==> src/rtl/adc_ser_pkg.sv <==
package adc_ser_pkg;

  typedef enum logic [2:0] {
    SH_IDLE,
    SH_LEAD,
    SH_HIGH,
    SH_LOW,
    SH_TAIL
  } sh_state_e;

endpackage

==> src/rtl/adc_frame_shifter.sv <==
module adc_frame_shifter
  import adc_ser_pkg::*;
#(
  parameter int DATA_W    = 14,
  parameter int DIV_W     = 2,
  parameter int FAST_HALF = 2,
  parameter int SLOW_HALF = 4,
  parameter int SLOW_BITS = 4
) (
  input  logic              clk,
  input  logic              rst_n,
  input  logic              start_i,
  input  logic              fast_i,
  input  logic [DIV_W-1:0]  div_i,
  input  logic [DATA_W-1:0] data_i,
  output logic              sclk_o,
  output logic              sdout_o,
  output logic              sync_o,
  output logic              active_o,
  output logic              done_o
);

  localparam int MAX_FIX  = 2 << ((1 << DIV_W) - 1);
  localparam int MAX_HALF = (MAX_FIX > SLOW_HALF) ? MAX_FIX : SLOW_HALF;
  localparam int CNT_W    = (MAX_HALF > 2) ? $clog2(MAX_HALF) : 1;
  localparam int IDX_W    = $clog2(DATA_W);
  localparam int PCNT_W   = $clog2(DATA_W + 1);

  sh_state_e         state_q;
  logic [DATA_W-1:0] sreg_q;
  logic [IDX_W-1:0]  idx_q;
  logic [CNT_W-1:0]  cnt_q;
  logic              fast_q;
  logic [DIV_W-1:0]  div_q;

  // half-period minus one for the bit at position idx (0 = MSB)
  function automatic logic [CNT_W-1:0] half_m1(input logic fast,
                                               input logic [DIV_W-1:0] div,
                                               input logic [IDX_W-1:0] idx);
    int h;
    if (fast) h = (int'(idx) >= DATA_W - SLOW_BITS) ? SLOW_HALF : FAST_HALF;
    else      h = 2 << div;
    return CNT_W'(h - 1);
  endfunction

  always_ff @(posedge clk or negedge rst_n) begin
    if (!rst_n) begin
      state_q <= SH_IDLE;
      sreg_q  <= '0;
      idx_q   <= '0;
      cnt_q   <= '0;
      fast_q  <= 1'b0;
      div_q   <= '0;
    end else begin
      case (state_q)
        SH_IDLE: if (start_i) begin
          state_q <= SH_LEAD;
          sreg_q  <= data_i;
          idx_q   <= '0;
          fast_q  <= fast_i;
          div_q   <= div_i;
        end
        SH_LEAD: begin
          state_q <= SH_HIGH;
          cnt_q   <= half_m1(fast_q, div_q, idx_q);
        end
        SH_HIGH: begin
          if (cnt_q == '0) begin
            state_q <= SH_LOW;
            cnt_q   <= half_m1(fast_q, div_q, idx_q);
            sreg_q  <= {sreg_q[DATA_W-2:0], 1'b0};
          end else begin
            cnt_q <= cnt_q - 1'b1;
          end
        end
        SH_LOW: begin
          if (cnt_q == '0) begin
            if (idx_q == IDX_W'(DATA_W - 1)) begin
              state_q <= SH_TAIL;
            end else begin
              state_q <= SH_HIGH;
              idx_q   <= idx_q + 1'b1;
              cnt_q   <= half_m1(fast_q, div_q, idx_q + 1'b1);
            end
          end else begin
            cnt_q <= cnt_q - 1'b1;
          end
        end
        SH_TAIL: state_q <= SH_IDLE;
        default: state_q <= SH_IDLE;
      endcase
    end
  end

  assign sclk_o   = (state_q == SH_HIGH);
  assign sync_o   = (state_q != SH_IDLE);
  assign sdout_o  = sync_o & sreg_q[DATA_W-1];
  assign active_o = (state_q != SH_IDLE);
  assign done_o   = (state_q == SH_TAIL);

  // checker: count clock pulses in the current frame
  logic              sclk_prev_q;
  logic [PCNT_W-1:0] pulses_q;
  always_ff @(posedge clk or negedge rst_n) begin
    if (!rst_n) begin
      sclk_prev_q <= 1'b0;
      pulses_q    <= '0;
    end else begin
      sclk_prev_q <= sclk_o;
      if (state_q == SH_IDLE)        pulses_q <= '0;
      else if (sclk_o && !sclk_prev_q) pulses_q <= pulses_q + 1'b1;
    end
  end

  p_pulse_count_r2: assert property (@(posedge clk) disable iff (!rst_n)
    done_o |-> (pulses_q == PCNT_W'(DATA_W)));

  p_sdout_hold_r3: assert property (@(posedge clk) disable iff (!rst_n)
    (sclk_o && sclk_prev_q) |-> $stable(sdout_o));

  p_clk_in_sync_r4: assert property (@(posedge clk) disable iff (!rst_n)
    $rose(sclk_o) |-> $past(sync_o));

  p_start_idle_r10: assert property (@(posedge clk) disable iff (!rst_n)
    start_i |-> !active_o);

endmodule

==> src/rtl/adc_conv_ctrl.sv <==
module adc_conv_ctrl #(
  parameter int DATA_W = 14
) (
  input  logic              clk,
  input  logic              rst_n,
  input  logic              conv_start_i,
  input  logic              rd_during_i,
  input  logic              ser_en_i,
  input  logic [DATA_W-1:0] res_data_i,
  input  logic              res_valid_i,
  output logic              res_ready_o,
  output logic              busy_o,
  input  logic              frame_active_i,
  input  logic              frame_done_i,
  output logic              launch_o,
  output logic              launch_fast_o,
  output logic [DATA_W-1:0] launch_data_o
);

  logic              conv_q;
  logic              hold_q;
  logic              mode_q;
  logic              have_prev_q;
  logic [DATA_W-1:0] prev_q;

  logic start_ok, accept, launch_during, launch_after;

  assign busy_o        = conv_q | hold_q;
  assign res_ready_o   = conv_q;
  assign start_ok      = conv_start_i & ~busy_o & ~frame_active_i;
  assign accept        = res_valid_i & conv_q;
  assign launch_during = start_ok & rd_during_i & have_prev_q & ser_en_i;
  assign launch_after  = accept & ~mode_q & ser_en_i;

  assign launch_o      = launch_during | launch_after;
  assign launch_fast_o = launch_during;
  assign launch_data_o = launch_during ? prev_q : res_data_i;

  always_ff @(posedge clk or negedge rst_n) begin
    if (!rst_n) begin
      conv_q      <= 1'b0;
      hold_q      <= 1'b0;
      mode_q      <= 1'b0;
      have_prev_q <= 1'b0;
      prev_q      <= '0;
    end else begin
      if (start_ok) begin
        conv_q <= 1'b1;
        mode_q <= rd_during_i;
      end else if (accept) begin
        conv_q <= 1'b0;
      end
      if (accept) begin
        prev_q      <= res_data_i;
        have_prev_q <= 1'b1;
      end
      if (launch_after)      hold_q <= 1'b1;
      else if (frame_done_i) hold_q <= 1'b0;
    end
  end

  p_busy_drop_r6: assert property (@(posedge clk) disable iff (!rst_n)
    (accept && mode_q) |=> !busy_o);

  p_hold_frame_r8: assert property (@(posedge clk) disable iff (!rst_n)
    hold_q |-> frame_active_i);

  p_take_once_r11: assert property (@(posedge clk) disable iff (!rst_n)
    accept |=> !res_ready_o);

endmodule

==> src/rtl/adc_pin_drive.sv <==
module adc_pin_drive (
  input  logic ser_en_i,
  input  logic inv_clk_i,
  input  logic inv_sync_i,
  input  logic sclk_i,
  input  logic sdout_i,
  input  logic sync_i,
  output logic sdclk_o,
  output logic sdout_o,
  output logic sync_o
);

  assign sdclk_o = ser_en_i & (sclk_i ^ inv_clk_i);
  assign sync_o  = ser_en_i & (sync_i ^ inv_sync_i);
  assign sdout_o = ser_en_i & sdout_i;

endmodule

==> src/rtl/adc_serial_master.sv <==
module adc_serial_master #(
  parameter int DATA_W    = 14,
  parameter int DIV_W     = 2,
  parameter int FAST_HALF = 2,
  parameter int SLOW_HALF = 4,
  parameter int SLOW_BITS = 4
) (
  input  logic              clk,
  input  logic              rst_n,
  input  logic              ser_en,
  input  logic              rd_during,
  input  logic [DIV_W-1:0]  div_sel,
  input  logic              inv_clk,
  input  logic              inv_sync,
  input  logic              conv_start,
  input  logic [DATA_W-1:0] res_data,
  input  logic              res_valid,
  output logic              res_ready,
  output logic              busy,
  output logic              sdclk,
  output logic              sdout,
  output logic              sync
);

  logic              launch, launch_fast;
  logic [DATA_W-1:0] launch_data;
  logic              frame_active, frame_done;
  logic              sclk_raw, sdout_raw, sync_raw;

  adc_conv_ctrl #(.DATA_W(DATA_W)) u_ctrl (
    .clk            (clk),
    .rst_n          (rst_n),
    .conv_start_i   (conv_start),
    .rd_during_i    (rd_during),
    .ser_en_i       (ser_en),
    .res_data_i     (res_data),
    .res_valid_i    (res_valid),
    .res_ready_o    (res_ready),
    .busy_o         (busy),
    .frame_active_i (frame_active),
    .frame_done_i   (frame_done),
    .launch_o       (launch),
    .launch_fast_o  (launch_fast),
    .launch_data_o  (launch_data)
  );

  adc_frame_shifter #(
    .DATA_W    (DATA_W),
    .DIV_W     (DIV_W),
    .FAST_HALF (FAST_HALF),
    .SLOW_HALF (SLOW_HALF),
    .SLOW_BITS (SLOW_BITS)
  ) u_shift (
    .clk      (clk),
    .rst_n    (rst_n),
    .start_i  (launch),
    .fast_i   (launch_fast),
    .div_i    (div_sel),
    .data_i   (launch_data),
    .sclk_o   (sclk_raw),
    .sdout_o  (sdout_raw),
    .sync_o   (sync_raw),
    .active_o (frame_active),
    .done_o   (frame_done)
  );

  adc_pin_drive u_pins (
    .ser_en_i   (ser_en),
    .inv_clk_i  (inv_clk),
    .inv_sync_i (inv_sync),
    .sclk_i     (sclk_raw),
    .sdout_i    (sdout_raw),
    .sync_i     (sync_raw),
    .sdclk_o    (sdclk),
    .sdout_o    (sdout),
    .sync_o     (sync)
  );

endmodule

==> config.mk <==
export PLATFORM = sky130hd
export DESIGN_NAME = adc_serial_master
export DESIGN_NICKNAME = d
export VERILOG_FILES = /design/src/rtl/adc_ser_pkg.sv /design/src/rtl/adc_frame_shifter.sv /design/src/rtl/adc_conv_ctrl.sv /design/src/rtl/adc_pin_drive.sv /design/src/rtl/adc_serial_master.sv
export SDC_FILE = /design/constraint.sdc
export NUM_CORES = 1
export LEC_CHECK = 0
export ABC_AREA = 1
export ABC_CLOCK_PERIOD_IN_PS = 2300
export BUFFER_PORTS_ARGS = -buffer_cell sky130_fd_sc_hd__buf_2
export CAP_MARGIN = 20
export CELL_PAD_IN_SITES_DETAIL_PLACEMENT = 1
export CELL_PAD_IN_SITES_GLOBAL_PLACEMENT = 1
export CORE_UTILIZATION = 44
export DETAILED_ROUTE_END_ITERATION = 10
export GPL_TIMING_DRIVEN = 0
export PLACE_DENSITY_LB_ADDON = 0.1
export SYNTH_ARGS = -nofsm -noshare
export SYNTH_HDL_FRONTEND = slang
export SYNTH_SLANG_ARGS = --single-unit
==> constraint.sdc <==
create_clock -name clk -period 2.3 [get_ports clk]
set_clock_uncertainty 0.05 [all_clocks]
set_input_delay 0.46 -clock clk [delete_from_list [all_inputs] [get_ports clk]]
set_output_delay 0.46 -clock clk [all_outputs]
set_load 0.005 [all_outputs]
Word-level counts from Yosys, hierarchy flattened
Index checks and enable logic that the tools add are counted.
{"block": "totals", "register_bits": 46, "input_bits": 24}
{"block": "classes", "add_sub_neg": 5, "magnitude_cmp": 2, "n_eq_ne": 10, "shifts": 1, "n_mux": 31, "n_bitwise": 19, "n_reduce_logical": 13}
{"op": "4-bit two-way mux", "count": 14}
{"op": "14-bit two-way mux", "count": 3}
{"op": "14-bit case mux with 2 select lines", "count": 1}
{"op": "3-bit two-way mux", "count": 6}
{"op": "1-bit bitwise AND", "count": 12}
{"op": "3-bit case mux with 4 select lines", "count": 1}
{"op": "4-bit case mux with 3 select lines", "count": 1}
{"op": "4-bit by 2-bit subtractor with 4-bit output, second input constant", "count": 3}
{"op": "4-bit >= comparator, second input constant", "count": 2}
{"op": "4-bit case mux with 2 select lines", "count": 1}
{"op": "2-bit nonzero test", "count": 4}
{"op": "3-bit by 2-bit == test with 1-bit output, second input constant", "count": 2}
{"op": "2-bit != test, second input constant", "count": 3}
{"op": "3-bit AND reduction", "count": 2}
{"op": "3-bit nonzero test", "count": 2}
{"op": "4-bit by 1-bit adder with 4-bit output, second input constant", "count": 1}
{"op": "4-bit == test, second input constant", "count": 1}
{"op": "4-bit logical NOT", "count": 1}
{"op": "1-bit two-way mux", "count": 4}
{"op": "2-bit AND reduction", "count": 2}
{"op": "4-bit AND reduction", "count": 1}
{"op": "2-bit by 2-bit << shifter with 4-bit output, first input constant", "count": 1}
{"op": "4-bit by 1-bit subtractor with 4-bit output, second input constant", "count": 1}
{"op": "3-bit by 1-bit == test with 1-bit output, second input constant", "count": 1}
{"op": "7 further kinds", "count": 11}

Longest topological paths before layout
Gate-level depths: netlist (run 1).
{"block": "logic_depth", "depth_word": 11, "ltp_mapped": 11, "ltp_nobuf": 11}

Cells and area by module
From an unflattened synthesis (run 1), not the netlist that was laid out.
{"block": "unflattened", "cells_unflattened": 330, "hier_area_um2": 2832.7}
{"module": "adc_frame_shifter", "n_inst": 1, "cells_per_inst": 217, "area_per_inst_um2": 1794.2}
{"module": "adc_conv_ctrl", "n_inst": 1, "cells_per_inst": 103, "area_per_inst_um2": 1001.0}
{"module": "adc_pin_drive", "n_inst": 1, "cells_per_inst": 10, "area_per_inst_um2": 37.5}

Worst setup path before layout (run 1)
Ideal clock, no wire load.
{"block": "synth_timing", "path_kind": "flip-flop to flip-flop", "start": "reg u_shift.cnt_q[0]", "end": "reg u_shift.sreg_q[13]", "arrival_time_ps": 1460, "t_required_ps": 2133, "path_slack_ps": 674, "stages_incl_launch_ff": 11, "n_path_buf": 1, "period_less_slack_ps": 1626, "cell_sequence": "dfrtp_1 inv_1 ha_1 nand2_1 nor2_4 inv_2 nor2_1 a21oi_4 buf_2 nand2_1 nand2_1"}
{"block": "synth_via", "elab_chain_cells": 3}
{"item": "start: declaration", "line_no": "adc_frame_shifter.sv:32", "rtl": "logic [CNT_W-1:0] cnt_q;"}
{"item": "start signal: assignment", "line_no": "adc_frame_shifter.sv:65", "rtl": "cnt_q <= half_m1(fast_q, div_q, idx_q);"}
{"item": "start signal: assignment", "line_no": "adc_frame_shifter.sv:70", "rtl": "cnt_q <= half_m1(fast_q, div_q, idx_q);"}
{"item": "start signal: assignment", "line_no": "adc_frame_shifter.sv:73", "rtl": "cnt_q <= cnt_q - 1'b1;"}
{"item": "4-bit logical NOT", "line_no": "adc_frame_shifter.sv:68", "rtl": "if (cnt_q == '0) begin"}
{"item": "2-bit != test (no source line)"}
{"item": "3-bit AND reduction (no source line)"}
{"item": "end signal: assignment", "line_no": "adc_frame_shifter.sv:58", "rtl": "sreg_q <= data_i;"}
{"item": "end signal: assignment", "line_no": "adc_frame_shifter.sv:71", "rtl": "sreg_q <= {sreg_q[DATA_W-2:0], 1'b0};"}
{"item": "end: declaration", "line_no": "adc_frame_shifter.sv:30", "rtl": "logic [DATA_W-1:0] sreg_q;"}
No other way between the ends.
A chain may end at the register's enable or synchronous reset.

Worst setup path in the final report (run 1)
{"block": "layout_timing", "start": "reg u_shift.state_q[0]", "end": "out sdclk"}
{"block": "layout_via", "elab_chain_cells": 3}
{"item": "start: declaration", "line_no": "adc_frame_shifter.sv:29", "rtl": "sh_state_e state_q;"}
{"item": "start signal: assignment", "line_no": "adc_frame_shifter.sv:48", "rtl": "state_q <= SH_IDLE;"}
{"item": "start signal: assignment", "line_no": "adc_frame_shifter.sv:57", "rtl": "state_q <= SH_LEAD;"}
{"item": "start signal: assignment", "line_no": "adc_frame_shifter.sv:64", "rtl": "state_q <= SH_HIGH;"}
{"item": "3-bit by 2-bit == test with 1-bit output", "line_no": "adc_frame_shifter.sv:95", "rtl": "assign sclk_o = (state_q == SH_HIGH);"}
{"item": "1-bit XOR", "line_no": "adc_pin_drive.sv:13", "rtl": "assign sdclk_o = ser_en_i & (sclk_i ^ inv_clk_i);"}
{"item": "1-bit bitwise AND", "line_no": "adc_pin_drive.sv:13"}
{"item": "end: declaration", "line_no": "adc_serial_master.sv:20", "rtl": "output logic sdclk,"}
No other way between the ends.

==> impl_metrics.json, run 1 <==
{
  "start_util_pct": 46.42,
  "path_cells": "nor2_1 > nand2_1 > buf_2 > inv_1 > o21ai_0 > a21oi_1 > buf_2",
  "syn_inst": 301,
  "ios": 29,
  "post_drt_wl_per_cell_um": 15.01,
  "grt_pass1_wl_um": 10380,
  "ir_worst_vdd_mv": 0.2542,
  "fin_nets": 366,
  "wirelength_um": 6154,
  "place_hpwl_um": 4596,
  "crit_type": "flop to output pin",
  "drive_gt1_share_pct": 27.51,
  "vias": 2133,
  "cts.htree.levels": 2,
  "post_cts_buffers": 0,
  "diodes": 0,
  "cts_tree": "yes",
  "pwr-share-comb_pct": 6.1,
  "clock_sinks": 46,
  "worst_slack_ps": 226.7,
  "drt_pre_antenna_iters": 4,
  "ant_nets": 0,
  "crit_arrival_ps": 1560,
  "maxSlewHeadroom_pct": 67.82,
  "cts_hold_buf": 0,
  "cts-root-buf": "clkbuf_8",
  "fp.dieArea_mm2": 0.006191,
  "p_leak_nw": 1.586,
  "drt_iter0_drc": 120,
  "post-route-util_pct": 52.62,
  "syn_nets": 330,
  "setup_tns_ps": 0,
  "ys.warnings.count": 0,
  "synth_seq_cells": 46,
  "die-width_um": 78.69,
  "maxCapViolCount": 0,
  "grt_start_max_net_pins": 47,
  "worst_setup_path_start_kind": "flop",
  "power_frac_seq_pct": 58.7,
  "critPathMaxFanout": 10,
  "grt-ovfl-total": 0,
  "p_sw_share_pct": 24.44,
  "synth_cell_types": 25,
  "cts_max_path_buffers": 2,
  "grt_use_total_pct": 21.81,
  "finalSetupViolations": 0,
  "cts_resized": 0,
  "antenna_found_initial": 0,
  "place_inst": 400,
  "max_stage_delay_ps": 440,
  "instances_no_fill": 410,
  "holdCritPathClass": "input pin to flop",
  "crit_slowest_cell": "dfrtp_1",
  "avgSynthCellArea_um2": 8.596,
  "die_height_um": 78.69,
  "grt_pass1_vias": 2157,
  "worstPathRequired_ps": 1790,
  "p_int_mw": 1.083,
  "p_switching_uw": 350.3,
  "syn_area_mm2": 0.002587,
  "final_max_slew_viol_count": 0,
  "critPathTopFamily": "flip-flops",
  "most-common-layout-cells": "79 x nand2_1, 46 x dfrtp_1, 34 x buf_2, 28 x inv_1, 28 x nand3_1",
  "crit_buf_inv": 3,
  "tightestPinTransition_ps": 482.6,
  "clock_latency_ps": 310,
  "io_buffers": 27,
  "path_clk_slew_ps": 90,
  "cellPowerDensity_mw_per_mm2": 488.6,
  "finalCritPeriodShare_pct": 90.14,
  "fmax_mhz": 482.3,
  "numCtsBuffers": 5,
  "clock_power_share_pct": 35.3,
  "cpMostUsedCell": "buf_2",
  "period_needed_ps": 2073,
  "drc": 0,
  "core-area_mm2": 0.005574,
  "pre_cts_slack_ps": 366.2,
  "ys_seq_area_share_pct": 44.49,
  "via_per_inst": 5.202,
  "row_count": 27,
  "cp-end-kind": "output pin",
  "area_growth_pct": 13.35,
  "final-hold-violation-count": 0,
  "status": "finished clean",
  "rsz0062_at_grt": "false",
  "gp_congestion": 0.7691,
  "layout.cells.most_common": "nand2_1"
}
path summary, 6_finish.rpt:
check	from	slack, ps	depth (start not counted)	to
min in group asynchronous	rst_n	460	2	u_shift.idx_q[0]
worst max register to register	u_shift.cnt_q[0]	370	10	u_shift.sreg_q[7]
worst min-delay path	div_sel[0]	310	3	u_shift.div_q[0]
max in group asynchronous	rst_n	1280	3	u_ctrl.prev_q[11]
worst min register to register	u_shift.sreg_q[10]	430	2	u_shift.sreg_q[10]
worst max-delay path	u_shift.state_q[0]	230	7	sdclk
registers in the layout, indices dropped and copies added (netlist names):
register and cells:
u_ctrl.mode_q 1, u_shift.sreg_q 14, u_ctrl.res_ready_o 1, u_ctrl.hold_q 1
u_shift.cnt_q 4, u_shift.state_q 3, u_shift.idx_q 4, u_shift.div_q 2
u_shift.fast_q 1, u_ctrl.prev_q 14, u_ctrl.have_prev_q 1
power by group through the flow:
stage | clock, mW | sequential [mW] | combinational [mW]
detailed placement | 0 | 0.857 | 0.0842
global route | 0.553 | 0.843 | 0.0986
finish | 0.505 | 0.841 | 0.0871
floorplan | 0 | 0.853 | 0.0350
CTS | 0.532 | 0.840 | 0.0844
global placement | 0 | 0.855 | 0.0809
cells in the mapped netlist, drive strengths merged:
cell | number | share of area, %
nand2 | 83 | 13
dfrtp | 46 | 44
nand3 | 40 | 10
inv | 31 | 4.5
nand4 | 18 | 4.4
o21ai | 15 | 2.9
mux2 | 13 | 5.7
or2 | 13 | 3.1
nor2 | 12 | 2.9
a21oi | 9 | 2.2
buf | 8 | 2.1
ha | 5 | 2.4
clkbuf | 3 | 0.44
o22ai | 2 | 0.48
a22oi | 1 | 0.29
a31oi | 1 | 0.24
o211ai | 1 | 0.29
area by class of cell:
cell class | instances | area [um2]
repair buffers | 29 | 165.2
well taps | 72 | 90.09
multi-input cells | 213 | 1254
inverters | 31 | 116.4
flip-flops and latches | 46 | 1151
clock inverters | 3 | 21.27
plain buffers | 11 | 66.31
fillers | 696 | 2641
clock buffers | 5 | 68.82
worst register-to-register path: cells and delay by family (launching register included):
| family | cells | cell delay [ps] |
|---|---|---|
| adder cells (fa/ha/maj) | 1 | 170 |
| flip-flops | 1 | 360 |
| AND/OR/NAND/NOR | 5 | 690 |
| buffers and inverters | 3 | 450 |
| AO/OA/AOI/OAI | 1 | 100 |
cells by family (layout without fill, tap and decap cells):
kind of cell	Yosys count	count (layout)	share of synthesized area, %
DFF	46	46	44.49
and+or+nand+nor	166	166	33.99
muxes	13	13	5.658
buffers and inverters	42	79	7.060
AOI/OAI and AO/OA	29	29	6.383
adders and majority gates	5	5	2.418
layer usage:
layer	vias to the layer above	wire [um]	part of all wire, %	GRT usage, %
met4	0	72	1.2	6.111
met3	6	170	2.8	3.488
met1	1030	2893	47	29.67
li1	1065	-	-	-
met2	32	3017	49	35.74
met5	-	0	0	0
stage by stage:
step	power, mW	cell area [um2]	hold slack, ps
2_1_floorplan	0.8879	2587	114.4
3_3_place_gp	0.9361	2813	398.2
3_5_place_dp	0.9409	2813	408.5
4_1_cts	1.457	2903	307.4
5_1_grt	1.494	2933	312.6
6_report	1.433	2933	314.7
(Power assumes the default switching activity.)
==> run 2, diff against run 1 <==
- MAX_ROUTING_LAYER: default -> met4
==> impl_metrics.json, run 2 (same netlist as run 1, synthesis figures left out) <==
{
  "status": "finished clean",
  "drt_iter0_drc": 125,
  "holdCritPathClass": "input pin to flop",
  "p_int_mw": 1.083,
  "gp_congestion": 0.7795,
  "place_inst": 400,
  "cellPowerDensity_mw_per_mm2": 488.7,
  "p_switching_uw": 350.4,
  "layout.cells.most_common": "nand2_1",
  "finalSetupViolations": 0,
  "period_needed_ps": 2074,
  "post_cts_buffers": 0,
  "grt_start_max_net_pins": 47,
  "die-width_um": 78.69,
  "worstPathRequired_ps": 1790,
  "power_frac_seq_pct": 58.7,
  "maxSlewHeadroom_pct": 67.96,
  "row_count": 27,
  "fmax_mhz": 482.1,
  "place_area_mm2": 0.002813,
  "ios": 29,
  "drc": 0,
  "diodes": 0,
  "grt_pass1_wl_um": 10380,
  "grt-ovfl-total": 0,
  "via_per_inst": 5.212,
  "area_growth_pct": 13.35,
  "path_clk_slew_ps": 90,
  "clock_sinks": 46,
  "crit_type": "flop to output pin",
  "grt_pass1_vias": 2157,
  "final-hold-violation-count": 0,
  "start_util_pct": 46.42,
  "finalCritPeriodShare_pct": 90.18,
  "ir_worst_vdd_mv": 0.2541,
  "drive_gt1_share_pct": 27.51,
  "reg_top3": "u_ctrl.prev_q x14, u_shift.sreg_q x14",
  "final_max_slew_viol_count": 0,
  "wirelength_um": 6147,
  "cts.htree.levels": 2,
  "post_drt_wl_per_cell_um": 14.99,
  "maxCapViolCount": 0,
  "core-area_mm2": 0.005574,
  "critPathMaxFanout": 10,
  "cts_tree": "yes",
  "clock_power_share_pct": 35.3,
  "rrSetupSlack_ps": 370,
  "pwr-share-comb_pct": 6.1,
  "io_buffers": 27,
  "instances_no_fill": 410,
  "setup_tns_ps": 0,
  "vias": 2137,
  "cts_max_path_buffers": 2,
  "clock_latency_ps": 310,
  "rsz0062_at_grt": "false",
  "crit_arrival_ps": 1560,
  "cp-end-kind": "output pin",
  "tightestPinTransition_ps": 480.6,
  "grt_use_total_pct": 22.42,
  "fp.dieArea_mm2": 0.006191,
  "place_hpwl_um": 4596,
  "whs_ps": 314.2,
  "cts_resized": 0,
  "cts-root-buf": "clkbuf_8",
  "numCtsBuffers": 5,
  "ant_nets": 0,
  "fin_nets": 366,
  "die_height_um": 78.69,
  "most-common-layout-cells": "79 x nand2_1, 46 x dfrtp_1, 34 x buf_2, 28 x inv_1, 28 x nand3_1",
  "antenna_found_initial": 0,
  "final_area_mm2": 0.002933,
  "p_sw_share_pct": 24.45,
  "p_leak_nw": 1.586,
  "final.fill_count": 696,
  "drt_pre_antenna_iters": 4,
  "worst_setup_path_start_kind": "flop"
}
[run 2: layer usage]
metal  GRT usage, %  vias up  wire length, um  share of wire [%]
met5              -        -                0                  0
met4          6.111        0               73                1.2
met3          3.488        6              173                2.8
met2          35.74       32             3018                 49
met1          29.67     1034             2882                 47
li1               -     1065                -                  -
[run 2: power by group through the flow]
| stage | Clock, mW | Sequential, mW | Combinational (mW) |
|---|---|---|---|
| 3_3_place_gp | 0 | 0.855 | 0.0809 |
| 2_1_floorplan | 0 | 0.853 | 0.0350 |
| 4_1_cts | 0.532 | 0.840 | 0.0844 |
| 6_report | 0.506 | 0.841 | 0.0870 |
| 3_5_place_dp | 0 | 0.857 | 0.0842 |
| 5_1_grt | 0.553 | 0.843 | 0.0986 |
[run 2: critical path, cell delays in order, from the launching register on]
cell and delay [ps]:
dfrtp_1 440, nor2_1 120, nand2_1 80, buf_2 190, inv_1 110, o21ai_0 80
a21oi_1 120, buf_2 130
[run 2: area by class of cell]
type | instances | area (um2) | share of cell area (%)
clock buffers | 5 | 68.82 | 2.346
plain buffers | 11 | 66.31 | 2.261
clock inverters | 3 | 21.27 | 0.7253
repair buffers | 29 | 165.2 | 5.631
multi-input cells | 213 | 1254 | 42.75
flip-flops and latches | 46 | 1151 | 39.25
inverters | 31 | 116.4 | 3.968
well taps | 72 | 90.09 | 3.072
[run 2: repair_timing]
item                                   4_1_cts  5_1_grt
hold buffers                                 0        1
setup endpoints to repair                    0        0
endpoints found under the hold margin        0        5
[run 2: per-stage QoR]
stage / worst slack, ps / util [%] / power (mW)
floorplan: 673.8 / - / 0.8879
global placement: 444.3 / 50.46 / 0.9361
detailed placement: 366.2 / 50.46 / 0.9409
CTS: 207.3 / 52.08 / 1.457
global route: 101.6 / 52.62 / 1.494
finish: 225.9 / 52.62 / 1.433
[run 2: path summary, 6_finish.rpt]
path | startpoint | end | cells past startpoint
worst min-delay path | div_sel[0] | u_shift.div_q[0] | 3
worst max register to register | u_shift.cnt_q[0] | u_shift.sreg_q[7] | 10
worst max-delay path | u_shift.state_q[0] | sdclk | 7
min in group asynchronous | rst_n | u_shift.idx_q[0] | 2
max in group asynchronous | rst_n | u_ctrl.prev_q[11] | 3
worst min register to register | u_shift.sreg_q[10] | u_shift.sreg_q[10] | 2
==> run 3, diff against run 2 <==
- ABC_CLOCK_PERIOD_IN_PS: 2300 -> 2500
- CORE_UTILIZATION: 44 -> 47
- clock period: 2.3 -> 2.5 ns (I/O delays scaled with it)
==> impl_metrics.json, run 3 (same netlist as run 1, synthesis figures left out) <==
{
  "ios": 29,
  "finalPower_mw": 1.414,
  "min_path_cells": 3,
  "crit_arrival_ps": 1620,
  "grt_pass1_vias": 2230,
  "worst_setup_path_start_kind": "flop",
  "most-common-layout-cells": "79 x nand2_1, 46 x dfrtp_1, 34 x buf_2, 28 x inv_1, 28 x nand3_1",
  "post_cts_buffers": 0,
  "finalSetupViolations": 0,
  "post_drt_wl_per_cell_um": 15.70,
  "die_height_um": 76.20,
  "clock_latency_ps": 300,
  "tightestPinTransition_ps": 498.3,
  "gp_congestion": 0.7984,
  "grt_start_max_net_pins": 47,
  "setup_tns_ps": 0,
  "status": "finished clean",
  "wirelength_um": 6405,
  "clock_sinks": 46,
  "antenna_found_initial": 0,
  "crit_buf_inv": 3,
  "critPathTopFamily": "buffers and inverters",
  "row_count": 26,
  "fp.dieArea_mm2": 0.005806,
  "cts.htree.levels": 2,
  "diodes": 0,
  "worst_slack_ps": 328.8,
  "cts_hold_buf": 0,
  "critPathMaxFanout": 10,
  "rsz0062_at_grt": "false",
  "maxCapViolCount": 0,
  "holdCritPathClass": "input pin to flop",
  "io_buffers": 27,
  "post-route-util_pct": 56.68,
  "maxSlewHeadroom_pct": 66.78,
  "cp-startpoint": "u_shift.state_q[0]",
  "final-hold-violation-count": 0,
  "vias": 2207,
  "grt_pass1_wl_um": 10820,
  "area_growth_pct": 14.02,
  "die-width_um": 76.20,
  "reg_top3": "u_ctrl.prev_q x14, u_shift.sreg_q x14",
  "path_cells": "nor2_1 > nand2_1 > buf_2 > inv_1 > o21ai_0 > a21oi_1 > buf_2",
  "cts-root-buf": "clkbuf_8",
  "path_clk_slew_ps": 80,
  "drc": 0,
  "cp-end-kind": "output pin",
  "ir_worst_vdd_mv": 0.2924,
  "min_to": "u_shift.div_q[1]",
  "grt_use_total_pct": 24.32,
  "rrSetupSlack_ps": 590,
  "timing.rr.start": "u_shift.cnt_q[0]",
  "start_util_pct": 49.71,
  "crit_type": "flop to output pin",
  "numCtsBuffers": 5,
  "worstPathRequired_ps": 1950,
  "ant_nets": 0,
  "whs_ps": 377.0,
  "drive_gt1_share_pct": 27.22,
  "cpMostUsedCell": "buf_2",
  "drt_iter0_drc": 122,
  "cellPowerDensity_mw_per_mm2": 479.4,
  "cts_tree": "yes",
  "layout.cells.most_common": "nand2_1",
  "max_stage_delay_ps": 430,
  "fin_nets": 366,
  "crit_slowest_cell": "dfrtp_1",
  "rr_worst_depth": 10,
  "via_per_inst": 5.409,
  "grt-ovfl-total": 0,
  "cts_resized": 0,
  "drt_pre_antenna_iters": 4,
  "finalCritPeriodShare_pct": 86.85,
  "core-area_mm2": 0.005205,
  "fmax_mhz": 460.6,
  "place_hpwl_um": 4596,
  "hp-start": "div_sel[1]",
  "final_max_slew_viol_count": 0,
  "rr_endpoint": "u_shift.sreg_q[12]",
  "cts_max_path_buffers": 2,
  "period_needed_ps": 2171,
  "pre_cts_slack_ps": 542.2,
  "p_leak_nw": 1.593
}
-- run 3: cell type report --
class	instances	area, um2
clock inverter	2	37.54
inverter	31	116.4
tap	70	87.58
sequential	46	1151
buffer	11	66.31
fill	645	2255
multi-input combinational	213	1254
timing repair buffer	29	165.2
clock buffer	6	72.57
-- run 3: worst max path at each step --
stage	cells after the start	slack, ps	endpoint
2_1_floorplan	10	870	u_shift.sreg_q[13]
3_3_place_gp	8	640	u_shift.state_q[0]
3_5_place_dp	10	540	u_shift.sreg_q[12]
4_1_cts	7	310	sdclk
5_1_grt	7	220	sdclk
6_report	7	330	sdclk
-- run 3: per-layer routing --
| metal | track usage (%) | share of wire [%] | up-vias |
|---|---|---|---|
| li1 | - | - | 1072 |
| met1 | 31.88 | 46 | 1085 |
| met2 | 39.64 | 50 | 41 |
| met3 | 3.713 | 3.3 | 9 |
| met4 | 6.346 | 1.2 | 0 |
| met5 | - | 0 | - |
-- run 3: where the power goes --
part,leakage [nW],switching (mW),total (mW),internal [mW]
combinational,0.968,0.0448,0.0811,0.0363
sequential,0.573,0.0100,0.773,0.763
clock,0.0514,0.262,0.560,0.299
total,1.59,0.316,1.41,1.10
-- run 3: metrics by stage --
step	instance area [um2]	instances
4_1_cts	2920	406
5_1_grt	2950	408
3_3_place_gp	2810	398
6_report	2950	408
3_5_place_dp	2810	398
2_1_floorplan	2587	301
-- run 3: worst register-to-register path: stages (launching register included) --
cell and delay [ps]:
dfrtp_1 360, inv_1 150, ha_1 180, nand2_1 100, nor2_4 180, inv_2 90
nor2_1 250, a21oi_4 100, buf_2 200, nand2_1 90, nand2_1 60
